--- config.mk ---
export PLATFORM = sky130hd
export DESIGN_NAME = frame_sync_monitor
export DESIGN_NICKNAME = d
export VERILOG_FILES = /design/src/rtl/frame_sync_pkg.sv /design/src/rtl/fsm_lane_datapath.sv /design/src/rtl/fsm_lane_control.sv /design/src/rtl/frame_sync_monitor.sv
export SDC_FILE = /design/constraint.sdc
export NUM_CORES = 1
export LEC_CHECK = 0
export BUFFER_PORTS_ARGS = -buffer_cell sky130_fd_sc_hd__clkbuf_2
export CORE_MARGIN = 1
export CORE_UTILIZATION = 32
export DETAILED_ROUTE_END_ITERATION = 12
export SETUP_SLACK_MARGIN = 0.1
export SYNTH_ARGS = -nofsm -noshare
export SYNTH_HDL_FRONTEND = slang
export SYNTH_HIERARCHICAL = 1
export SYNTH_SLANG_ARGS = --single-unit
--- constraint.sdc ---
create_clock -name clk -period 1.9 [get_ports clk]
set_clock_uncertainty 0.1 [all_clocks]
set_input_delay 0.285 -clock clk [delete_from_list [all_inputs] [get_ports clk]]
set_output_delay 0.285 -clock clk [all_outputs]
set_load 0.05 [all_outputs]
--- src/rtl/frame_sync_pkg.sv ---
package frame_sync_pkg;

  typedef enum logic {
    ST_ACQUIRE = 1'b0,
    ST_LOCKED  = 1'b1
  } lockState_t;

  // datapath -> control, one per lane
  typedef struct packed {
    logic frameDone;   // frame closed with a captured sync bit
    logic alternates;  // sync bit differs from the reference bit
  } frameInfo_t;

  // control -> datapath, one per lane
  typedef struct packed {
    logic clearRef;    // forget the reference bit at this frame end
  } laneCtrl_t;

endpackage

--- src/rtl/fsm_lane_datapath.sv ---
module fsm_lane_datapath
  import frame_sync_pkg::*;
#(
  parameter int SYNC_POS = 2
) (
  input  logic       clk,
  input  logic       rst_n,
  input  logic       bitValid,
  input  logic       bitData,
  input  logic       frameMark,
  input  laneCtrl_t  ctrl,
  output frameInfo_t info
);
  localparam int CNT_W = $clog2(SYNC_POS + 2);
  localparam logic [CNT_W-1:0] POS = CNT_W'(SYNC_POS);

  logic [CNT_W-1:0] bitIdx;
  logic sawSync;
  logic curBit;
  logic prevBit;
  logic hasPrev;

  always_ff @(posedge clk or negedge rst_n) begin
    if (!rst_n) begin
      bitIdx  <= '0;
      sawSync <= 1'b0;
      curBit  <= 1'b0;
      prevBit <= 1'b0;
      hasPrev <= 1'b0;
    end else if (frameMark) begin
      // bit strobe in this cycle is dropped; next frame counts from 0
      bitIdx  <= '0;
      sawSync <= 1'b0;
      if (sawSync) begin
        prevBit <= curBit;
        hasPrev <= !ctrl.clearRef;
      end
    end else if (bitValid && (bitIdx <= POS)) begin
      bitIdx <= bitIdx + 1'b1;
      if (bitIdx == POS) begin
        curBit  <= bitData;
        sawSync <= 1'b1;
      end
    end
  end

  assign info.frameDone  = frameMark & sawSync;
  assign info.alternates = hasPrev & (curBit ^ prevBit);

endmodule

--- src/rtl/fsm_lane_control.sv ---
module fsm_lane_control
  import frame_sync_pkg::*;
#(
  parameter int ACQ_FRAMES = 4,
  parameter int WINDOW     = 10,
  parameter int LOSS_ERRS  = 3,
  parameter int ERR_W      = $clog2(LOSS_ERRS)
) (
  input  logic             clk,
  input  logic             rst_n,
  input  frameInfo_t       info,
  output laneCtrl_t        ctrl,
  output logic             synced,
  output logic [ERR_W-1:0] errCount
);
  localparam int RUN_W = $clog2(ACQ_FRAMES + 1);
  localparam int WIN_W = $clog2(WINDOW + 1);
  localparam logic [RUN_W-1:0] RUN_LAST = RUN_W'(ACQ_FRAMES - 1);
  localparam logic [WIN_W-1:0] WIN_MAX  = WIN_W'(WINDOW);
  localparam logic [ERR_W-1:0] ERR_LAST = ERR_W'(LOSS_ERRS - 1);

  lockState_t       state, stateNext;
  logic [RUN_W-1:0] runCnt, runNext;
  logic [WIN_W-1:0] winIdx, winNext;
  logic             winOpen, winOpenNext;
  logic [ERR_W-1:0] errCnt, errNext;
  logic             frameErr;
  logic             inWindow;

  assign frameErr = !info.alternates;
  assign inWindow = winOpen && (winIdx != WIN_MAX);

  always_comb begin
    stateNext     = state;
    runNext       = runCnt;
    winNext       = winIdx;
    winOpenNext   = winOpen;
    errNext       = errCnt;
    ctrl.clearRef = 1'b0;
    if (info.frameDone) begin
      unique case (state)
        ST_ACQUIRE: begin
          if (info.alternates) begin
            if (runCnt == RUN_LAST) begin
              stateNext = ST_LOCKED;
              runNext   = '0;
            end else begin
              runNext = runCnt + 1'b1;
            end
          end else begin
            runNext = '0;  // this frame is the new reference
          end
        end
        ST_LOCKED: begin
          if (inWindow) begin
            winNext = winIdx + 1'b1;
            if (frameErr) begin
              if (errCnt == ERR_LAST) begin
                stateNext     = ST_ACQUIRE;
                ctrl.clearRef = 1'b1;
                winOpenNext   = 1'b0;
                winNext       = '0;
                errNext       = '0;
                runNext       = '0;
              end else begin
                errNext = errCnt + 1'b1;
              end
            end
          end else if (frameErr) begin
            winOpenNext = 1'b1;
            winNext     = WIN_W'(1);
            errNext     = ERR_W'(1);
          end else begin
            winOpenNext = 1'b0;  // count held until the next error
          end
        end
        default: stateNext = ST_ACQUIRE;
      endcase
    end
  end

  always_ff @(posedge clk or negedge rst_n) begin
    if (!rst_n) begin
      state   <= ST_ACQUIRE;
      runCnt  <= '0;
      winIdx  <= '0;
      winOpen <= 1'b0;
      errCnt  <= '0;
    end else begin
      state   <= stateNext;
      runCnt  <= runNext;
      winIdx  <= winNext;
      winOpen <= winOpenNext;
      errCnt  <= errNext;
    end
  end

  assign synced   = (state == ST_LOCKED);
  assign errCount = errCnt;

endmodule

--- src/rtl/frame_sync_monitor.sv ---
module frame_sync_monitor
  import frame_sync_pkg::*;
#(
  parameter int LANES      = 3,
  parameter int SYNC_POS   = 2,
  parameter int ACQ_FRAMES = 4,
  parameter int WINDOW     = 10,
  parameter int LOSS_ERRS  = 3,
  parameter int ERR_W      = $clog2(LOSS_ERRS)
) (
  input  logic                   clk,
  input  logic                   rst_n,
  input  logic [LANES-1:0]       bitValid,
  input  logic [LANES-1:0]       bitData,
  input  logic [LANES-1:0]       frameMark,
  output logic [LANES-1:0]       syncOk,
  output logic [LANES*ERR_W-1:0] errCount
);

  for (genvar i = 0; i < LANES; i++) begin : g_lane
    frameInfo_t info;
    laneCtrl_t  ctrl;

    fsm_lane_datapath #(
      .SYNC_POS(SYNC_POS)
    ) u_dp (
      .clk      (clk),
      .rst_n    (rst_n),
      .bitValid (bitValid[i]),
      .bitData  (bitData[i]),
      .frameMark(frameMark[i]),
      .ctrl     (ctrl),
      .info     (info)
    );

    fsm_lane_control #(
      .ACQ_FRAMES(ACQ_FRAMES),
      .WINDOW    (WINDOW),
      .LOSS_ERRS (LOSS_ERRS),
      .ERR_W     (ERR_W)
    ) u_ctl (
      .clk     (clk),
      .rst_n   (rst_n),
      .info    (info),
      .ctrl    (ctrl),
      .synced  (syncOk[i]),
      .errCount(errCount[i*ERR_W +: ERR_W])
    );
  end

endmodule

## After elaboration in Yosys (flattened, before gate mapping)

Index checks and enable logic that the tools add are counted.

| storage, ports and cells | value |
|---|---|
| logic and storage cells | 231 |
| output and inout bits | 9 |
| register bits after elaboration | 51 |

| operators by class | value |
|---|---|
| bitwise gates (word level) | 18 |
| magnitude comparators | 3 |
| muxes and demuxes | 102 |
| $add $sub $neg | 12 |
| reduce and logical (&&, ||, !) cells | 36 |
| equality and inequality tests | 30 |

Operators by type and width:

| operator | count |
|---|---|
| $mux 1 | 51 |
| $mux 4 | 12 |
| $mux 3 | 15 |
| $mux 2 | 18 |
| $ne 2x2->1 const B | 18 |
| $reduce_and 3->1 | 9 |
| $reduce_and 4->1 | 6 |
| $pmux 3 s2 | 3 |
| $add 2x1->2 const B | 6 |
| $add 4x1->4 const B | 3 |
| $eq 2x2->1 const B | 6 |
| $ne 4x4->1 const B | 3 |
| $reduce_and 2->1 | 6 |
| $reduce_bool 2->1 | 6 |
| $add 3x1->3 const B | 3 |
| $eq 3x2->1 const B | 3 |
| $not 1->1 | 9 |
| $and 1x1->1 | 6 |
| $le 2x2->1 const B | 3 |
| $logic_and 1x1->1 | 6 |
| $pmux 1 s2 | 3 |
| $logic_not 1->1 | 3 |
| $xor 1x1->1 | 3 |

## Logic depth before layout (Yosys ltp)

Gate-level depths: netlist of the first run.

| depth | value |
|---|---|
| depth in word-level cells | 7 |
| depth in mapped cells | 7 |
| depth with buffers taken out | 6 |

## By module

Netlist of the first run, hierarchy kept.

Modules (own cells, without submodules):

| module | times used | cells each | area each (um2) |
|---|---|---|---|
| fsm_lane_control (g_lane[0].u_ctl ...) | 2 | 61 | 596.8 |
| fsm_lane_datapath | 3 | 25 | 301.5 |
| fsm_lane_control (g_lane[2].u_ctl) | 1 | 68 | 691.9 |

## Least setup slack after synthesis of the first run

Ideal clock, no wire load.

| timing path | value |
|---|---|
| path kind | reg2reg |
| from | register g_lane[0].u_dp.prevBit |
| to | register g_lane[0].u_ctl.runCnt[0] |
| setup slack | 0.016 ns |
| path buffers | 0 |
| required time | 1.675 ns |
| cell stages (with the launch flop) | 7 |
| data arrival time | 1.659 ns |
| period minus slack after synthesis | 1.884 ns |
| cell sequence | dfrtp_1 xor2_1 and2_1 or3b_4 nor3b_4 o21ai_2 mux2_4 |

RTL lines:

| what | line | text |
|---|---|---|
| from (decl) | fsm_lane_datapath.sv:20 | `logic prevBit;` |
| from (signal assigned) | fsm_lane_datapath.sv:35 | `prevBit <= curBit;` |
| to (signal assigned) | fsm_lane_control.sv:91 | `runCnt <= runNext;` |
| to (decl) | fsm_lane_control.sv:23 | `logic [RUN_W-1:0] runCnt, runNext;` |

==> results of run 1 <==
-- power breakdown --
group / leakage, nW / internal, W / switching, W / total (W)
logic: 0.930 / 0.000513 / 0.000609 / 0.00112
registers: 0.627 / 0.00129 / 0.000191 / 0.00148
clock network: 0.0482 / 0.000295 / 0.000342 / 0.000636
total: 1.61 / 0.00210 / 0.00114 / 0.00324
-- cells by family (layout without fill, tap and decap cells) --
logic type	Yosys count	after routing
buf+inv	23	63
simple gates	101	101
fa+ha+maj	15	15
flops	51	51
xor+xnor	6	6
mux	14	14
compound gates	55	55
-- what timing repair did --
action / 4_1_cts / 5_1_grt
pin swaps: 1 / 10
resized for setup: 1 / 17
setup buffers: 4 / 2
hold buffers: 1 / 0
endpoints found under the setup margin: 12 / 17
endpoints found under the hold margin: 51 / 0
-- worst paths after layout --
| check | startpoint | to | cells after the start |
|---|---|---|---|
| hold reg to reg | g_lane[1].u_ctl/runCnt[2]$_DFFE_PN0P_ | g_lane[1].u_ctl/runCnt[2]$_DFFE_PN0P_ | 1 |
| hold / removal | frameMark[2] | g_lane[2].u_dp/bitIdx[0]$_DFFE_PN0P_ | 2 |
| setup / recovery | g_lane[0].u_dp/prevBit$_DFFE_PN0P_ | g_lane[0].u_ctl/runCnt[0]$_DFFE_PN0P_ | 6 |
| max in group asynchronous | rst_n | g_lane[2].u_ctl/winIdx[3]$_DFFE_PN0P_ | 3 |
| min in group asynchronous | rst_n | g_lane[0].u_ctl/runCnt[2]$_DFFE_PN0P_ | 3 |
| setup reg to reg | g_lane[0].u_dp/prevBit$_DFFE_PN0P_ | g_lane[0].u_ctl/runCnt[0]$_DFFE_PN0P_ | 6 |
-- flip-flops by register name, indices dropped and copies added, names as in the netlist --
register,cells
g_lane.u_dp/bitIdx,6
g_lane.u_ctl/errCount,6
g_lane.u_dp/prevBit,3
g_lane.u_ctl/runCnt,9
g_lane.u_dp/sawSync,3
g_lane.u_dp/curBit,3
g_lane.u_dp/hasPrev,3
g_lane.u_ctl/winIdx,12
g_lane.u_ctl/synced,3
g_lane.u_ctl/winOpen,3
-- cell usage after synthesis, types with 3 or more instances --
cell / n
mux2_2: 3
inv_1: 19
and2_1: 3
and2_4: 3
nor3_1: 8
nand3b_2: 3
xor2_1: 3
ha_1: 15
mux2i_1: 6
a211o_1: 3
nand2_1: 13
dfrtp_1: 51
o21ai_0: 15
nand3b_1: 5
xnor2_1: 3
o31ai_1: 4
nand3_1: 9
nor2_1: 31
a21oi_1: 11
nor2b_1: 5
and3b_1: 3
mux2_4: 5
nor2b_4: 3
-- worst max-delay path, delay by kind of cell (launching register included) --
family | cells | cell delay (ns)
XOR/XNOR | 1 | 0.16
AND/OR/NAND/NOR | 3 | 0.77
multiplexers | 1 | 0.25
AO/OA/AOI/OAI | 1 | 0.09
flip-flops | 1 | 0.40
-- cell type report --
type | count | area, um2 | area share, %
clock inverters | 1 | 5.00 | 0.153
repair buffers | 36 | 233 | 7.11
inverters | 19 | 71.3 | 2.18
flip-flops and latches | 51 | 1280 | 39.1
well taps | 105 | 131 | 4.02
clock buffers | 7 | 86.3 | 2.64
multi-input cells | 191 | 1470 | 44.8
-- through the flow --
step                TNS [ns]  hold WS, ns  area (um2)
floorplan                  0       -0.111        2800
global placement           0        0.212        3070
detailed placement         0        0.200        3070
CTS                        0       0.0874        3200
global route         -0.0786       0.0951        3270
finish                     0       0.0982        3270
-- placed cells by master, fill, tap and decap left out, types with 3 or more instances in the layout --
master,instances
mux2_4,5
o21ai_0,11
o21ai_2,3
nor3_1,7
nand3b_2,3
xor2_1,3
and2_4,6
inv_1,19
and3b_1,3
nand3_1,8
nor2b_4,3
nor2b_1,5
a211o_1,3
a21oi_1,11
nor2_1,30
xnor2_1,3
nand3b_1,5
nand2_1,12
buf_4,14
or3b_4,3
o21ai_1,4
mux2_2,3
mux2i_1,6
ha_1,15
clkbuf_2,19
dfrtp_1,49
clkbuf_8,6
-- routing by layer --
metal,global-route usage [%],up-vias,part of all wire [%]
met3,2.47,2,3.0
met5,0,-,0
li1,-,1013,-
met4,2.99,0,0.54
met2,19.6,26,49
met1,15.3,970,47
==> flow_summary.ini, run 1 <==
[yosys]
postSynth.asyncResetShare_pct = 100
synth_compound_area_share_pct = 13.5
yosysTopAreaCellShare_pct = 45.7
syn-num-nets = 291
post_synth_xor_area_fraction_pct = 1.88
postSynthAreaPerCell_um2 = 10.5
ys_ff_latch = 51
yosys_most_used_dff = dfrtp_1
synthAdderAreaFrac_pct = 6.73
synthTopCellsByArea = dfrtp_1 46%, ha_1 6.7%, nor2_1 4.2%
netlist_area_um2 = 2790
synth_top_family_by_area = simple AND/OR/NAND/NOR gates
synth_top_area_cell = dfrtp_1
postSynthCellCount = 265
yosys.area_share.simple_pct = 22.2
muxShareOfSynthArea_pct = 6.05
synth_edf_count = 0
synth_cell_types = 52
yosysWarnings = 6
yosysSeqAreaShare_pct = 45.7

[power_and_ir_drop]
leakagePower_nw = 1.61
ir_drop_mv = 0.520
p_total_w = 0.00324
p_per_area_nw_per_um2 = 990

[global_routing]
grt_pass1_wl_mm = 8.44
grt_antenna_before_repair = 0
grtUsageTotal_pct = 11.7
grt-ovfl-total = 0
first_global_vias = 1928
grt_max_degree = 30

[place]
io_buffers = 19
pre_cts_slack_ns = 0.0166
placedCellCount = 396
gp_congestion = 0.776
dpl.hpwl_mm = 3.67

[sta]
timing.final.ws_setup_ns = 0.0327
finalMaxSlewViolations = 0
setup_viol = 0
rsz0062_at_grt = yes
fmax_mhz = 536
period_minus_slack_ns = 1.87
finalCritPeriodShare_pct = 98.3
worst_pin_slew_ns = 0.373
max_slew_margin_pct = 75.0
finalHoldViolCount = 0

[critical_path]
crit_chain = xor2_1, and2_4, or3b_4, nor3b_4, o21ai_2, mux2_4
required_ns = 2.00
crit_arrival_ns = 1.96
critPathSlowestCell = dfrtp_1
endpoint_kind = register
crit_path_max_fanout = 4
worst-setup-path-type = register to register
ff2ff_setup_slack_ns = 0.03
critPathMaxStageDelay_ns = 0.40
cp-start-kind = register

[cts]
cts_buffers = 5
htreeDepth = 2
clkSinkCount = 51
cts-root-buf = clkbuf_8
clock_path_buffers = 2
insertion_delay_ns = 0.30
cts.clk_slew.worst_paths_ns = 0.10
cts_tree = yes

[cells_and_area]
layout.cells.non_filler = 410
final_core_util_pct = 39.2
syn2layout_area_growth_pct = 17.3
fillerInstances = 841
drive_gt1_share_pct = 26.9
finalNetCount = 330
antenna_cells = 0

[flow_run]
drv_cap = 0

[run_status]
outcome = finished clean

[die]
fp.coreArea_um2 = 8340
ios = 20
rows = 33
die_w_um = 95.4
start_util_pct = 33.5
die-area_um2 = 9100
die_h_um = 95.4

[routing]
wl_per_cell_um = 12.2
drtPass1Iterations = 4
drc_errors = 0
num_vias = 2011
initialDrtViolationCount = 104
ant_nets = 0
routed_wl_mm = 5.01
vias_per_cell = 4.90

[worst_hold_path]
min_path_type = input pin to register
Note: power is estimated with default switching activity, not from simulation.
==> run 2: changes to the inputs <==
- CORE_MARGIN: 1 -> default
- PLACE_DENSITY: default -> 0.48
==> run 2 against run 1 <==
Against the previous run:
- worst hold slack better by 0.00051 ns
- sequential power hardly changed
- clock power is 7.1% higher
- die area stayed put
- global-route usage is 0.58 points higher
- sequential share of layout area is 0.30 points lower
- maximum frequency is 1.6% lower
- non-clock buffer count is 2 higher
- design area is 0.76% higher
- first-iteration DRC count is 17% lower
- routed wire length is 3.1% higher
- critical endpoint unchanged
- largest cell class unchanged
==> flow_summary.ini, run 2 (synthesis results as in run 1) <==
[cts]
htreeDepth = 2
clock_path_buffers = 2
cts_buffers = 5
cts_tree = yes
cts-root-buf = clkbuf_8
clkSinkCount = 51
insertion_delay_ns = 0.30
cts.clk_slew.worst_paths_ns = 0.09

[critical_path]
reg2reg_to = g_lane[0].u_ctl/runCnt[0]$_DFFE_PN0P_
crit_chain = xor2_1, and2_4, or3b_4, nor3b_4, o21ai_2, mux2_4
worst-setup-path-type = register to register
crit_cells = 6
critPathMaxStageDelay_ns = 0.41
path_delay_family = simple AND/OR/NAND/NOR gates
rr_worst_depth = 6
cp-start-kind = register
path_buf_inv = 0
worstReg2RegStart = g_lane[0].u_dp/prevBit$_DFFE_PN0P_
required_ns = 2.00
crit_arrival_ns = 1.99
ff2ff_setup_slack_ns = 0.003
critPathSlowestCell = dfrtp_1
endpoint_kind = register
crit_path_max_fanout = 3

[routing]
ant_nets = 0
routed_wl_mm = 5.17
num_vias = 2009
drc_errors = 0
vias_per_cell = 4.88
wl_per_cell_um = 12.5
drtPass1Iterations = 4
initialDrtViolationCount = 86

[place]
dpl.hpwl_mm = 3.63
io_buffers = 19
place_area_um2 = 3080
placedCellCount = 396
gp_congestion = 0.777

[worst_hold_path]
hold_end = g_lane[0].u_dp/bitIdx[0]$_DFFE_PN0P_
hp-start = frameMark[0]
holdPathStages = 2
min_path_type = input pin to register

[die]
ios = 20
die_h_um = 95.4
fp.coreArea_um2 = 8340
die_w_um = 95.4
rows = 33
die-area_um2 = 9100
start_util_pct = 33.5

[global_routing]
grt_pass1_wl_mm = 8.80
grtUsageTotal_pct = 12.3
first_global_vias = 1939
grt_antenna_before_repair = 0
grt-ovfl-total = 0
grt_max_degree = 52

[sta]
setup_tns_ns = 0
worst_pin_slew_ns = 0.310
whs_ns = 0.0987
period_minus_slack_ns = 1.90
setup_viol = 0
finalCritPeriodShare_pct = 99.9
max_slew_margin_pct = 79.2
finalHoldViolCount = 0
rsz0062_at_grt = yes
finalMaxSlewViolations = 0
fmax_mhz = 527

[cells_and_area]
largest_register = g_lane.u_ctl/winIdx
fillerInstances = 851
multi_input_area_um2 = 1460
antenna_cells = 0
drive_gt1_share_pct = 27.4
finalNetCount = 332
syn2layout_area_growth_pct = 18.2
layout_commonest_cell = dfrtp_1
layout.cells.non_filler = 412
stdcell_area_um2 = 3300
regArea_um2 = 1280
largestRegisters = g_lane.u_ctl/winIdx (12), g_lane.u_ctl/runCnt (9)
layout_common_cells = 49 x dfrtp_1, 30 x nor2_1, 19 x inv_1, 19 x clkbuf_2, 16 x buf_4
largest_reg_flops = 12

[power_and_ir_drop]
ir_drop_mv = 0.386
p_per_area_nw_per_um2 = 997
p_total_w = 0.00329
leakagePower_nw = 1.63

[run_status]
outcome = finished clean

[flow_run]
drv_cap = 0
## run 2: worst reg2reg max path, stage by stage (launching register included)
cell and delay [ns]:
dfrtp_1 0.41, xor2_1 0.17, and2_4 0.16, or3b_4 0.39
nor3b_4 0.21, o21ai_2 0.09, mux2_4 0.26
## run 2: layout make-up
cell class              instances  share of cell area (%)
clock buffers                   8                    3.04
inverters                      19                    2.16
multi-input cells             191                    44.3
flip-flops and latches         51                    38.8
well taps                     105                    3.98
repair buffers                 38                    7.78
## run 2: layer usage
layer	track usage (%)	routed length (um)	part of all wire [%]	vias to the layer above
li1	-	-	-	1016
met1	16.7	2590	50	963
met2	19.7	2380	46	26
met3	2.63	145	2.8	4
met4	3.36	50	0.97	0
met5	0	0	0	-
## run 2: timing repair
item	4_1_cts	5_1_grt
pin swaps	1	9
hold endpoints to repair	51	0
setup buffers	3	4
cloned	0	0
endpoints found under the setup margin	14	19
resized for setup	2	12
hold buffers	1	0
## run 2: power breakdown
group / internal (W) / total, W / leakage [nW] / switching, W
sequential: 0.00129 / 0.00148 / 0.627 / 0.000189
clock: 0.000333 / 0.000681 / 0.0515 / 0.000348
combinational: 0.000527 / 0.00113 / 0.947 / 0.000599
## run 2: stage by stage
stage,utilization [%],setup slack [ns]
2_1_floorplan,-,0.0754
6_report,39.5,0.00278
3_5_place_dp,36.9,-0.0125
5_1_grt,39.5,-0.0683
3_3_place_gp,36.9,0.0495
4_1_cts,38.6,-0.0154
## run 2: worst max path at each step
| stage | from | to | slack [ns] |
|---|---|---|---|
| final | g_lane[0].u_dp/prevBit$_DFFE_PN0P_ | g_lane[0].u_ctl/runCnt[0]$_DFFE_PN0P_ | 0.003 |
| after CTS | g_lane[0].u_dp/prevBit$_DFFE_PN0P_ | g_lane[0].u_ctl/runCnt[0]$_DFFE_PN0P_ | -0.02 |
| after global placement | g_lane[0].u_dp/prevBit$_DFFE_PN0P_ | g_lane[0].u_ctl/runCnt[0]$_DFFE_PN0P_ | 0.05 |
| after floorplan | g_lane[0].u_dp/prevBit$_DFFE_PN0P_ | g_lane[0].u_ctl/runCnt[0]$_DFFE_PN0P_ | 0.08 |
| after detailed placement | g_lane[0].u_dp/prevBit$_DFFE_PN0P_ | g_lane[0].u_ctl/runCnt[0]$_DFFE_PN0P_ | -0.01 |
| after global routing | g_lane[0].u_dp/prevBit$_DFFE_PN0P_ | g_lane[0].u_ctl/runCnt[0]$_DFFE_PN0P_ | -0.07 |
